### config.mk
export PLATFORM = sky130hd
export DESIGN_NAME = sleep_ctl
export DESIGN_NICKNAME = d
export VERILOG_FILES = /design/src/rtl/sleep_ctl.sv
export SDC_FILE = /design/constraint.sdc
export NUM_CORES = 1
export LEC_CHECK = 0
export BUFFER_PORTS_ARGS = -buffer_cell sky130_fd_sc_hd__buf_4
export CAP_MARGIN = 10
export CORE_AREA = 3 3 40 42
export DETAILED_ROUTE_END_ITERATION = 7
export DIE_AREA = 0 0 43 45
export SKIP_CTS_REPAIR_TIMING = 1
export SYNTH_ARGS = -nofsm -noshare
export SYNTH_HDL_FRONTEND = slang
export SYNTH_SLANG_ARGS = --single-unit
### constraint.sdc
create_clock -name clk -period 2.1 [get_ports clk]
set_input_delay 0.525 -clock clk [delete_from_list [all_inputs] [get_ports clk]]
set_output_delay 0.525 -clock clk [all_outputs]
set_load 0.02 [all_outputs]
### src/rtl/sleep_ctl.sv
module sleep_ctl (
  input  logic clk,
  input  logic rst_n,
  input  logic cfg_deep,
  input  logic cfg_sleep_on_exit,
  input  logic cfg_sev_on_pend,
  input  logic irq_mask,
  input  logic wfi_req,
  input  logic wfe_req,
  input  logic sev_req,
  input  logic ext_evt,
  input  logic dbg_req,
  input  logic irq_pending,
  input  logic irq_ready,
  input  logic exc_ret,
  output logic sleep_o,
  output logic deep_o,
  output logic wake_o,
  output logic handler_go
);
  typedef enum logic [1:0] {ST_RUN, ST_WFI, ST_WFE} st_t;

  st_t  st;
  logic pend_q, evt_q, deep_q, wake_q, go_q;
  logic new_pend, any_evt, wake_now, soe_hit, asleep;

  assign new_pend = irq_pending & ~pend_q;
  assign any_evt  = sev_req | ext_evt | dbg_req | irq_ready | (cfg_sev_on_pend & new_pend);
  assign soe_hit  = exc_ret & cfg_sleep_on_exit & ~irq_pending;
  assign wake_now = ((st == ST_WFI) & (irq_ready | dbg_req)) | ((st == ST_WFE) & any_evt);
  assign asleep   = (st != ST_RUN);

  assign sleep_o    = asleep & ~deep_q;
  assign deep_o     = asleep & deep_q;
  assign wake_o     = wake_q;
  assign handler_go = go_q;

  always_ff @(posedge clk) begin
    if (!rst_n) begin
      st     <= ST_RUN;
      pend_q <= 1'b0;
      evt_q  <= 1'b0;
      deep_q <= 1'b0;
      wake_q <= 1'b0;
      go_q   <= 1'b0;
    end else begin
      pend_q <= irq_pending;
      wake_q <= wake_now;
      go_q   <= wake_now & irq_ready & ~irq_mask;
      case (st)
        ST_RUN: begin
          if (wfi_req | soe_hit) begin
            st     <= ST_WFI;
            deep_q <= cfg_deep;
            evt_q  <= evt_q | any_evt;
          end else if (wfe_req) begin
            evt_q <= 1'b0;
            if (!(evt_q | any_evt)) begin
              st     <= ST_WFE;
              deep_q <= cfg_deep;
            end
          end else begin
            evt_q <= evt_q | any_evt;
          end
        end
        ST_WFI, ST_WFE: begin
          if (wake_now) st <= ST_RUN;
        end
        default: st <= ST_RUN;
      endcase
    end
  end
endmodule


==> summary.json, run 1 <==
{
  "cts.root.buffer_cell": {"value": "clkbuf_4"},
  "routed_wirelength": {"value": 966, "unit": "um"},
  "synth_fp_nets": {"value": 61},
  "drt_pre_antenna_iters": {"value": 4},
  "final_period_minus_worst_setup_slack": {"value": 1.85, "unit": "ns"},
  "max_freq": {"value": 540, "unit": "MHz"},
  "yosys_register_bits": {"value": 7},
  "dieHeight": {"value": 45, "unit": "um"},
  "wire_length_of_the_first_global_routing_pass": {"value": 1410, "unit": "um"},
  "p_per_area": {"value": 992, "unit": "mW/mm^2"},
  "ctsHtreeMaxLevel": {"value": 1},
  "core_area": {"value": 0.00128, "unit": "sq mm"},
  "drv_slew": {"value": 0},
  "fin_setup_tns": {"value": 0, "unit": "ns"},
  "report.power.total": {"value": 573, "unit": "uW"},
  "synth.yosys.seq_area_share": {"value": 34.3, "unit": "%"},
  "global_route.overflow_total": {"value": 0},
  "area_growth_syn_to_layout": {"value": 41.3, "unit": "%"},
  "crit_path_max_fanout": {"value": 9},
  "post_synth.cell_area_avg": {"value": 9.30, "unit": "sq um"},
  "fin_hold_ws": {"value": 0.420, "unit": "ns"},
  "detail_route.vias_per_cell": {"value": 5.16},
  "finalCritPeriodShare": {"value": 88.2, "unit": "%"},
  "mostFrequentLayoutCell": {"value": "buf_4"},
  "cts_buffer_depth": {"value": 2},
  "setup.worst_path.class": {"value": "flip-flop to output port"},
  "max_cap_violations": {"value": 0},
  "first_global_vias": {"value": 365},
  "postRouteAntennaNets": {"value": 0},
  "area.sequential": {"value": 140, "unit": "sq um"},
  "start_kind": {"value": "flip-flop"},
  "routed_wire_length_per_instance": {"value": 12.2, "unit": "um"},
  "antenna_cells_inserted": {"value": 0},
  "path_clk_slew": {"value": 0.05, "unit": "ns"},
  "cellLeakagePower": {"value": 0.000254, "unit": "uW"},
  "multiInputGateArea": {"value": 250, "unit": "sq um"},
  "n_fill_cell": {"value": 125},
  "syn-cell-area": {"value": 409, "unit": "sq um"},
  "synth_cells": {"value": 44},
  "setup_slack": {"value": 0.247, "unit": "ns"},
  "cts-buffers-inserted": {"value": 3},
  "netlist-cell-type-count": {"value": 25},
  "cts_num_sinks": {"value": 7},
  "mostFrequentLayoutCells": {"value": "buf_4 (17), dfxtp_1 (7), inv_1 (4), nor2_1 (4)"},
  "dp_hpwl": {"value": 745, "unit": "um"},
  "rsz0062_at_grt": {"value": "false"},
  "tightestPinTransition": {"value": 0.398, "unit": "ns"},
  "floorplan.die.width": {"value": 43, "unit": "um"},
  "status": {"value": "completed"},
  "antenna_found_initial": {"value": 0},
  "fin_worst_skew": {"value": 0.00288, "unit": "ns"},
  "kind_of_capture_point_of_the_worst_setup_path": {"value": "output port"},
  "worst_skew_pair.late_latency": {"value": 0.26, "unit": "ns"},
  "setup_viol": {"value": 0},
  "yosys_warnings": {"value": 0},
  "layout.nets": {"value": 82},
  "ys_top_cells_by_area": {"value": "dfxtp_1 (34%), ha_1 (9.2%), nor4_4 (5.2%)"},
  "drt-initial-drc-count": {"value": 15},
  "remaining_drc_errors": {"value": 0},
  "finalHoldViolCount": {"value": 0},
  "hp-class": {"value": "primary input to flip-flop"},
  "gr-usage-all-layers": {"value": 10.6, "unit": "%"},
  "tritoncts": {"value": "done"},
  "max-slew-margin-rel": {"value": 73.5, "unit": "%"},
  "ioPinCount": {"value": 18},
  "crit_arrival": {"value": 1.33, "unit": "ns"},
  "peakVddDrop": {"value": 0.412, "unit": "mV"},
  "std_cell_rows": {"value": 13},
  "critPathRequiredTime": {"value": 1.57, "unit": "ns"},
  "buffer_ports.inserted": {"value": 17},
  "finalInstanceArea": {"value": 578, "unit": "sq um"},
  "drive_gt1_share": {"value": 37.5, "unit": "%"},
  "placement.setup.worst_slack": {"value": 0.246, "unit": "ns"},
  "yosys.area.top_type_share": {"value": 34.3, "unit": "%"},
  "placement.cell_area": {"value": 552, "unit": "sq um"},
  "starting_density_of_the_core": {"value": 31.8, "unit": "%"},
  "yosysTopAreaCell": {"value": "dfxtp_1"},
  "gpl.final_weighted_congestion": {"value": 0.690},
  "vias": {"value": 408},
  "grt_max_degree": {"value": 10},
  "dieArea": {"value": 0.00194, "unit": "sq mm"}
}
[metal layers]
layer  track usage [%]  up-vias  part of all wire [%]
met3              6.37        5                    11
li1                  -      203                     -
met1              10.1      178                    39
met5                 0        -                     0
met2              16.2       22                    46
met4              9.04        0                   4.5
[synthesized netlist by cell type, drive strengths merged]
library cell  n
clkbuf        1
o31ai         1
inv           4
nand3         1
dfxtp         7
and4          1
nor4b         1
o21a          1
a311o         1
nor2b         2
o2bb2ai       1
nand2         2
ha            3
nand3b        2
nor3          1
and3b         1
o21ai         1
and2          2
a211oi        1
nor2          4
a311oi        2
a32oi         1
a21oi         2
nor4          1
[kinds of logic (layout without fill, tap and decap cells)]
logic type | after synthesis | count (layout) | share of synthesized area, %
compound gates | 11 | 11 | 22.0
flops | 7 | 7 | 34.2
simple gates | 18 | 18 | 30.0
fa+ha+maj | 3 | 3 | 9.18
buf+inv | 5 | 25 | 4.59
[path summary, 6_finish.rpt]
path | slack, ns | to | from | depth (start not counted)
worst max-delay path | 0.25 | deep_o | st[0] | 4
worst min-delay path | 0.42 | handler_go | irq_mask | 2
worst max register to register | 0.51 | st[0] | st[1] | 6
worst min register to register | 0.50 | deep_q | deep_q | 2
[layout make-up]
type	instances	share of cell area, %
timing repair buffer	17	22.1
clock buffer	4	4.55
sequential	7	24.2
inverter	4	2.60
multi-input combinational	32	43.3
tap	15	3.25
[flip-flops by register name, indices dropped and copies added, names as in the netlist]
name / cells
evt_q: 1
deep_q: 1
st: 2
pend_q: 1
handler_go: 1
wake_o: 1
[stage by stage]
step / instances / util, %
finish: 79 / 45.0
global route: 79 / 45.0
CTS: 79 / 45.0
detailed placement: 75 / 42.9
global placement: 75 / 42.9
floorplan: 44 / -
[worst max-delay path, stage by stage, from the launching register on]
cell	delay, ns
dfxtp_1	0.39
inv_1	0.09
ha_1	0.31
nor2b_1	0.14
buf_4	0.15
[report_power, final]
| group | leakage [uW] | switching [uW] | internal, uW | total (uW) |
|---|---|---|---|---|
| Combinational | 0.000181 | 148 | 115 | 264 |
| Sequential | 0.0000577 | 20.0 | 164 | 184 |
| Clock | 0.0000150 | 52.6 | 72.7 | 125 |
| Total | 0.000254 | 221 | 352 | 573 |
Power figures use the tool's default switching activity.
==> inputs of run 2 (changes only) <==
--- a/config.mk
+++ b/config.mk
@@ -10,6 +10,7 @@
 export CORE_AREA = 3 3 40 42
 export DETAILED_ROUTE_END_ITERATION = 7
 export DIE_AREA = 0 0 43 45
+export RECOVER_POWER = 25
 export SKIP_CTS_REPAIR_TIMING = 1
 export SYNTH_ARGS = -nofsm -noshare
 export SYNTH_HDL_FRONTEND = slang
==> summary.json, run 2 (same netlist as run 1, synthesis figures left out) <==
{
  "core_area": {"value": 0.00128, "unit": "sq mm"},
  "cellInternalPower": {"value": 351, "unit": "uW"},
  "cellLeakagePower": {"value": 0.000246, "unit": "uW"},
  "dieArea": {"value": 0.00194, "unit": "sq mm"},
  "cell_total_after_placement": {"value": 75},
  "placement.setup.worst_slack": {"value": 0.246, "unit": "ns"},
  "instances_no_fill": {"value": 79},
  "rsz0062_at_grt": {"value": "false"},
  "path_clk_slew": {"value": 0.05, "unit": "ns"},
  "std_cell_rows": {"value": 13},
  "rr_worst_depth": {"value": 6},
  "layout.nets": {"value": 82},
  "p_per_area": {"value": 1000, "unit": "mW/mm^2"},
  "mostFrequentLayoutCells": {"value": "buf_4 (15), dfxtp_1 (7), inv_1 (4), nor2_1 (4)"},
  "drt-initial-drc-count": {"value": 13},
  "p_seq_share": {"value": 32.2, "unit": "%"},
  "critPathRequiredTime": {"value": 1.57, "unit": "ns"},
  "global_route.overflow_total": {"value": 0},
  "cts_buffer_depth": {"value": 2},
  "vias": {"value": 402},
  "fin_worst_skew": {"value": 0.00292, "unit": "ns"},
  "ioPinCount": {"value": 18},
  "fin_hold_ws": {"value": 0.420, "unit": "ns"},
  "worst_skew_pair.late_latency": {"value": 0.26, "unit": "ns"},
  "gpl.final_weighted_congestion": {"value": 0.690},
  "start_kind": {"value": "flip-flop"},
  "p_clk_share": {"value": 21.9, "unit": "%"},
  "fin_setup_tns": {"value": 0, "unit": "ns"},
  "wire_length_of_the_first_global_routing_pass": {"value": 1410, "unit": "um"},
  "max-slew-margin-rel": {"value": 73.3, "unit": "%"},
  "kind_of_capture_point_of_the_worst_setup_path": {"value": "output port"},
  "setup.worst_path.class": {"value": "flip-flop to output port"},
  "drt_pre_antenna_iters": {"value": 4},
  "first_global_vias": {"value": 365},
  "remaining_drc_errors": {"value": 0},
  "cts_num_sinks": {"value": 7},
  "hp-class": {"value": "primary input to flip-flop"},
  "finish.utilization": {"value": 44.4, "unit": "%"},
  "buffer_ports.inserted": {"value": 17},
  "tritoncts": {"value": "done"},
  "finalHoldViolCount": {"value": 0},
  "starting_density_of_the_core": {"value": 31.8, "unit": "%"},
  "postRouteAntennaNets": {"value": 0},
  "detail_route.vias_per_cell": {"value": 5.09},
  "ctsHtreeMaxLevel": {"value": 1},
  "drv_slew": {"value": 0},
  "mostFrequentLayoutCell": {"value": "buf_4"},
  "dieHeight": {"value": 45, "unit": "um"},
  "final_period_minus_worst_setup_slack": {"value": 1.85, "unit": "ns"},
  "max_cap_violations": {"value": 0},
  "crit_path_max_fanout": {"value": 9},
  "max_freq": {"value": 540, "unit": "MHz"},
  "status": {"value": "completed"},
  "gr-usage-all-layers": {"value": 10.6, "unit": "%"},
  "dp_hpwl": {"value": 745, "unit": "um"},
  "largest_register_ffs": {"value": 2},
  "peakVddDrop": {"value": 0.414, "unit": "mV"},
  "n_fill_cell": {"value": 129},
  "routed_wire_length_per_instance": {"value": 12.3, "unit": "um"},
  "floorplan.die.width": {"value": 43, "unit": "um"},
  "cts.root.buffer_cell": {"value": "clkbuf_4"},
  "gate_power_share": {"value": 45.9, "unit": "%"},
  "drive_gt1_share": {"value": 34.4, "unit": "%"},
  "finalCritPeriodShare": {"value": 88.2, "unit": "%"},
  "antenna_found_initial": {"value": 0},
  "tightestPinTransition": {"value": 0.400, "unit": "ns"},
  "setup_slack": {"value": 0.248, "unit": "ns"},
  "cts-buffers-inserted": {"value": 3},
  "grt_max_degree": {"value": 10},
  "routed_wirelength": {"value": 970, "unit": "um"},
  "hold_depth": {"value": 2},
  "crit_arrival": {"value": 1.33, "unit": "ns"},
  "regMostFlops": {"value": "st"},
  "area_growth_syn_to_layout": {"value": 39.4, "unit": "%"},
  "netSwitchingFraction": {"value": 38.8, "unit": "%"},
  "setup_viol": {"value": 0},
  "antenna_cells_inserted": {"value": 0},
  "switching_power": {"value": 222, "unit": "uW"}
}
==> run 2: changes by cell type in the layout (fill, tap and decap cells not counted) <==
cell,change
buf_4,-2
clkbuf_1,+2
==> run 2: final cells by class <==
cell class	count	area [sq um]	area share (%)
clock buffers	4	26.3	4.61
inverters	4	15.0	2.63
multi-input cells	32	250	43.9
flip-flops and latches	7	140	24.6
well taps	15	18.8	3.29
repair buffers	17	120	21.1
==> run 2: path summary, 6_finish.rpt <==
check,from,to,slack (ns)
setup / recovery,st[0],deep_o,0.25
hold reg to reg,deep_q,deep_q,0.50
setup reg to reg,st[1],st[0],0.51
hold / removal,irq_mask,handler_go,0.42
==> run 2: critical path: stages (launching register included) <==
cell     delay [ns]
dfxtp_1        0.39
inv_1          0.09
ha_1           0.31
nor2b_1        0.14
buf_4          0.15
==> run 2: through the flow <==
step / power (uW) / instance area, sq um
final: 572 / 571
after global routing: 609 / 571
after CTS: 582 / 578
after detailed placement: 450 / 552
after global placement: 451 / 552
after floorplan: 359 / 409
==> run 2: routing by layer <==
layer / GRT usage (%) / wire [um]
met3: 6.37 / 84
met2: 16.2 / 440
met5: 0 / 0
met4: 9.04 / 43
met1: 10.1 / 402
==> run 2: power groups by stage <==
stage | logic, uW | registers (uW) | clock network (uW)
after global placement | 266 | 186 | 0
after global routing | 285 | 187 | 136
final | 263 | 184 | 125
after CTS | 265 | 184 | 134
after detailed placement | 264 | 186 | 0
after floorplan | 169 | 190 | 0
==> inputs of run 3 (changes only) <==
--- a/config.mk
+++ b/config.mk
@@ -10,6 +10,7 @@
 export CORE_AREA = 3 3 40 42
 export DETAILED_ROUTE_END_ITERATION = 7
 export DIE_AREA = 0 0 43 45
+export PLACE_DENSITY = 0.56
 export RECOVER_POWER = 25
 export SKIP_CTS_REPAIR_TIMING = 1
 export SYNTH_ARGS = -nofsm -noshare
==> summary.json, run 3 (same netlist as run 1, synthesis figures left out) <==
{
  "kind_of_capture_point_of_the_worst_setup_path": {"value": "output port"},
  "routed_wire_length_per_instance": {"value": 12.2, "unit": "um"},
  "ioPinCount": {"value": 18},
  "ctsHtreeMaxLevel": {"value": 1},
  "worst_skew_pair.late_latency": {"value": 0.25, "unit": "ns"},
  "critical_path_buf_inv_count": {"value": 2},
  "cts.root.buffer_cell": {"value": "clkbuf_4"},
  "wire_length_of_the_first_global_routing_pass": {"value": 1630, "unit": "um"},
  "buffer_ports.inserted": {"value": 17},
  "vias": {"value": 404},
  "std_cell_rows": {"value": 13},
  "dieArea": {"value": 0.00194, "unit": "sq mm"},
  "finish.utilization": {"value": 44.7, "unit": "%"},
  "critPathRequiredTime": {"value": 1.57, "unit": "ns"},
  "grt_max_degree": {"value": 10},
  "drt_pre_antenna_iters": {"value": 4},
  "postRouteAntennaNets": {"value": 0},
  "starting_density_of_the_core": {"value": 31.8, "unit": "%"},
  "largest_register_ffs": {"value": 2},
  "cts-buffers-inserted": {"value": 3},
  "mostFrequentLayoutCell": {"value": "buf_4"},
  "regMostFlops": {"value": "st"},
  "area_growth_syn_to_layout": {"value": 40.4, "unit": "%"},
  "max_freq": {"value": 544, "unit": "MHz"},
  "tritoncts": {"value": "done"},
  "cell_total_after_placement": {"value": 75},
  "finalHoldViolCount": {"value": 0},
  "gr-usage-all-layers": {"value": 11.6, "unit": "%"},
  "setup_viol": {"value": 0},
  "p_per_area": {"value": 995, "unit": "mW/mm^2"},
  "global_route.overflow_total": {"value": 0},
  "max-slew-margin-rel": {"value": 70.6, "unit": "%"},
  "path_clk_slew": {"value": 0.06, "unit": "ns"},
  "crit_path_top_delay_cell": {"value": "dfxtp_1"},
  "tightestPinTransition": {"value": 0.441, "unit": "ns"},
  "start_kind": {"value": "flip-flop"},
  "fin_worst_skew": {"value": 0.00323, "unit": "ns"},
  "gpl.final_weighted_congestion": {"value": 0.783},
  "peakVddDrop": {"value": 0.685, "unit": "mV"},
  "rsz0062_at_grt": {"value": "false"},
  "report.power.total": {"value": 571, "unit": "uW"},
  "cellLeakagePower": {"value": 0.000249, "unit": "uW"},
  "max_cap_violations": {"value": 0},
  "cell_by_cell_trace_of_the_critical_path": {"value": "inv_1 > ha_1 > nor2b_1 > buf_4"},
  "drt-initial-drc-count": {"value": 4},
  "layout.nets": {"value": 82},
  "status": {"value": "completed"},
  "finalCritPeriodShare": {"value": 87.5, "unit": "%"},
  "critPathMaxStageDelay": {"value": 0.38, "unit": "ns"},
  "floorplan.die.width": {"value": 43, "unit": "um"},
  "fin_setup_tns": {"value": 0, "unit": "ns"},
  "detail_route.vias_per_cell": {"value": 5.11},
  "routed_wirelength": {"value": 961, "unit": "um"},
  "drv_slew": {"value": 0},
  "mostFrequentLayoutCells": {"value": "buf_4 (16), dfxtp_1 (7), inv_1 (4), nor2_1 (4)"},
  "setup.worst_path.class": {"value": "flip-flop to output port"},
  "remaining_drc_errors": {"value": 0},
  "first_global_vias": {"value": 405},
  "drive_gt1_share": {"value": 35.9, "unit": "%"},
  "core_area": {"value": 0.00128, "unit": "sq mm"},
  "antenna_cells_inserted": {"value": 0},
  "cts_num_sinks": {"value": 7},
  "hp-class": {"value": "primary input to flip-flop"},
  "n_fill_cell": {"value": 132},
  "final_period_minus_worst_setup_slack": {"value": 1.84, "unit": "ns"},
  "antenna_found_initial": {"value": 0},
  "dieHeight": {"value": 45, "unit": "um"},
  "crit_path_max_fanout": {"value": 9},
  "crit_arrival": {"value": 1.31, "unit": "ns"},
  "instances_no_fill": {"value": 79},
  "timing.critical_path.max_delay_family": {"value": "flip-flops"},
  "cts_buffer_depth": {"value": 2}
}
run 3: changes by cell type in the layout (fill, tap and decap cells not counted):
cell,delta
buf_4,+1
and2_0,+1
clkbuf_1,-1
and2_1,-1
run 3: path summary, 6_finish.rpt:
kind	start	to	slack [ns]	cells after the start
worst max register to register	st[1]	st[0]	0.47	6
worst min-delay path	irq_mask	handler_go	0.42	2
worst max-delay path	st[0]	deep_o	0.26	4
worst min register to register	deep_q	deep_q	0.50	2
run 3: power by group:
part	total, uW	switching, uW	internal, uW
Clock	127	54.1	72.8
Combinational	262	151	111
Sequential	182	18.1	164
run 3: through the flow:
stage	cell area, sq um	hold WS, ns	setup WS (ns)
4_1_cts	578	0.416	0.245
2_1_floorplan	409	0.463	0.474
3_5_place_dp	552	0.497	0.253
6_report	574	0.422	0.263
3_3_place_gp	552	0.487	0.265
5_1_grt	574	0.415	0.124
run 3: area by class of cell:
| type | instances | area [sq um] | share of cell area (%) |
|---|---|---|---|
| Inverter | 4 | 15.0 | 2.61 |
| Multi-Input combinational cell | 32 | 250 | 43.6 |
| Sequential cell | 7 | 140 | 24.4 |
| Timing Repair Buffer | 17 | 124 | 21.6 |
| Tap cell | 15 | 18.8 | 3.27 |
| Clock buffer | 4 | 26.3 | 4.58 |
run 3: per-layer routing:
metal / routed length (um) / up-vias / global-route usage [%]
met5: 0 / - / 0
met4: 9 / 0 / 4.22
met3: 99 / 2 / 7.57
met2: 467 / 13 / 18.9
met1: 384 / 186 / 12.0
li1: - / 203 / -
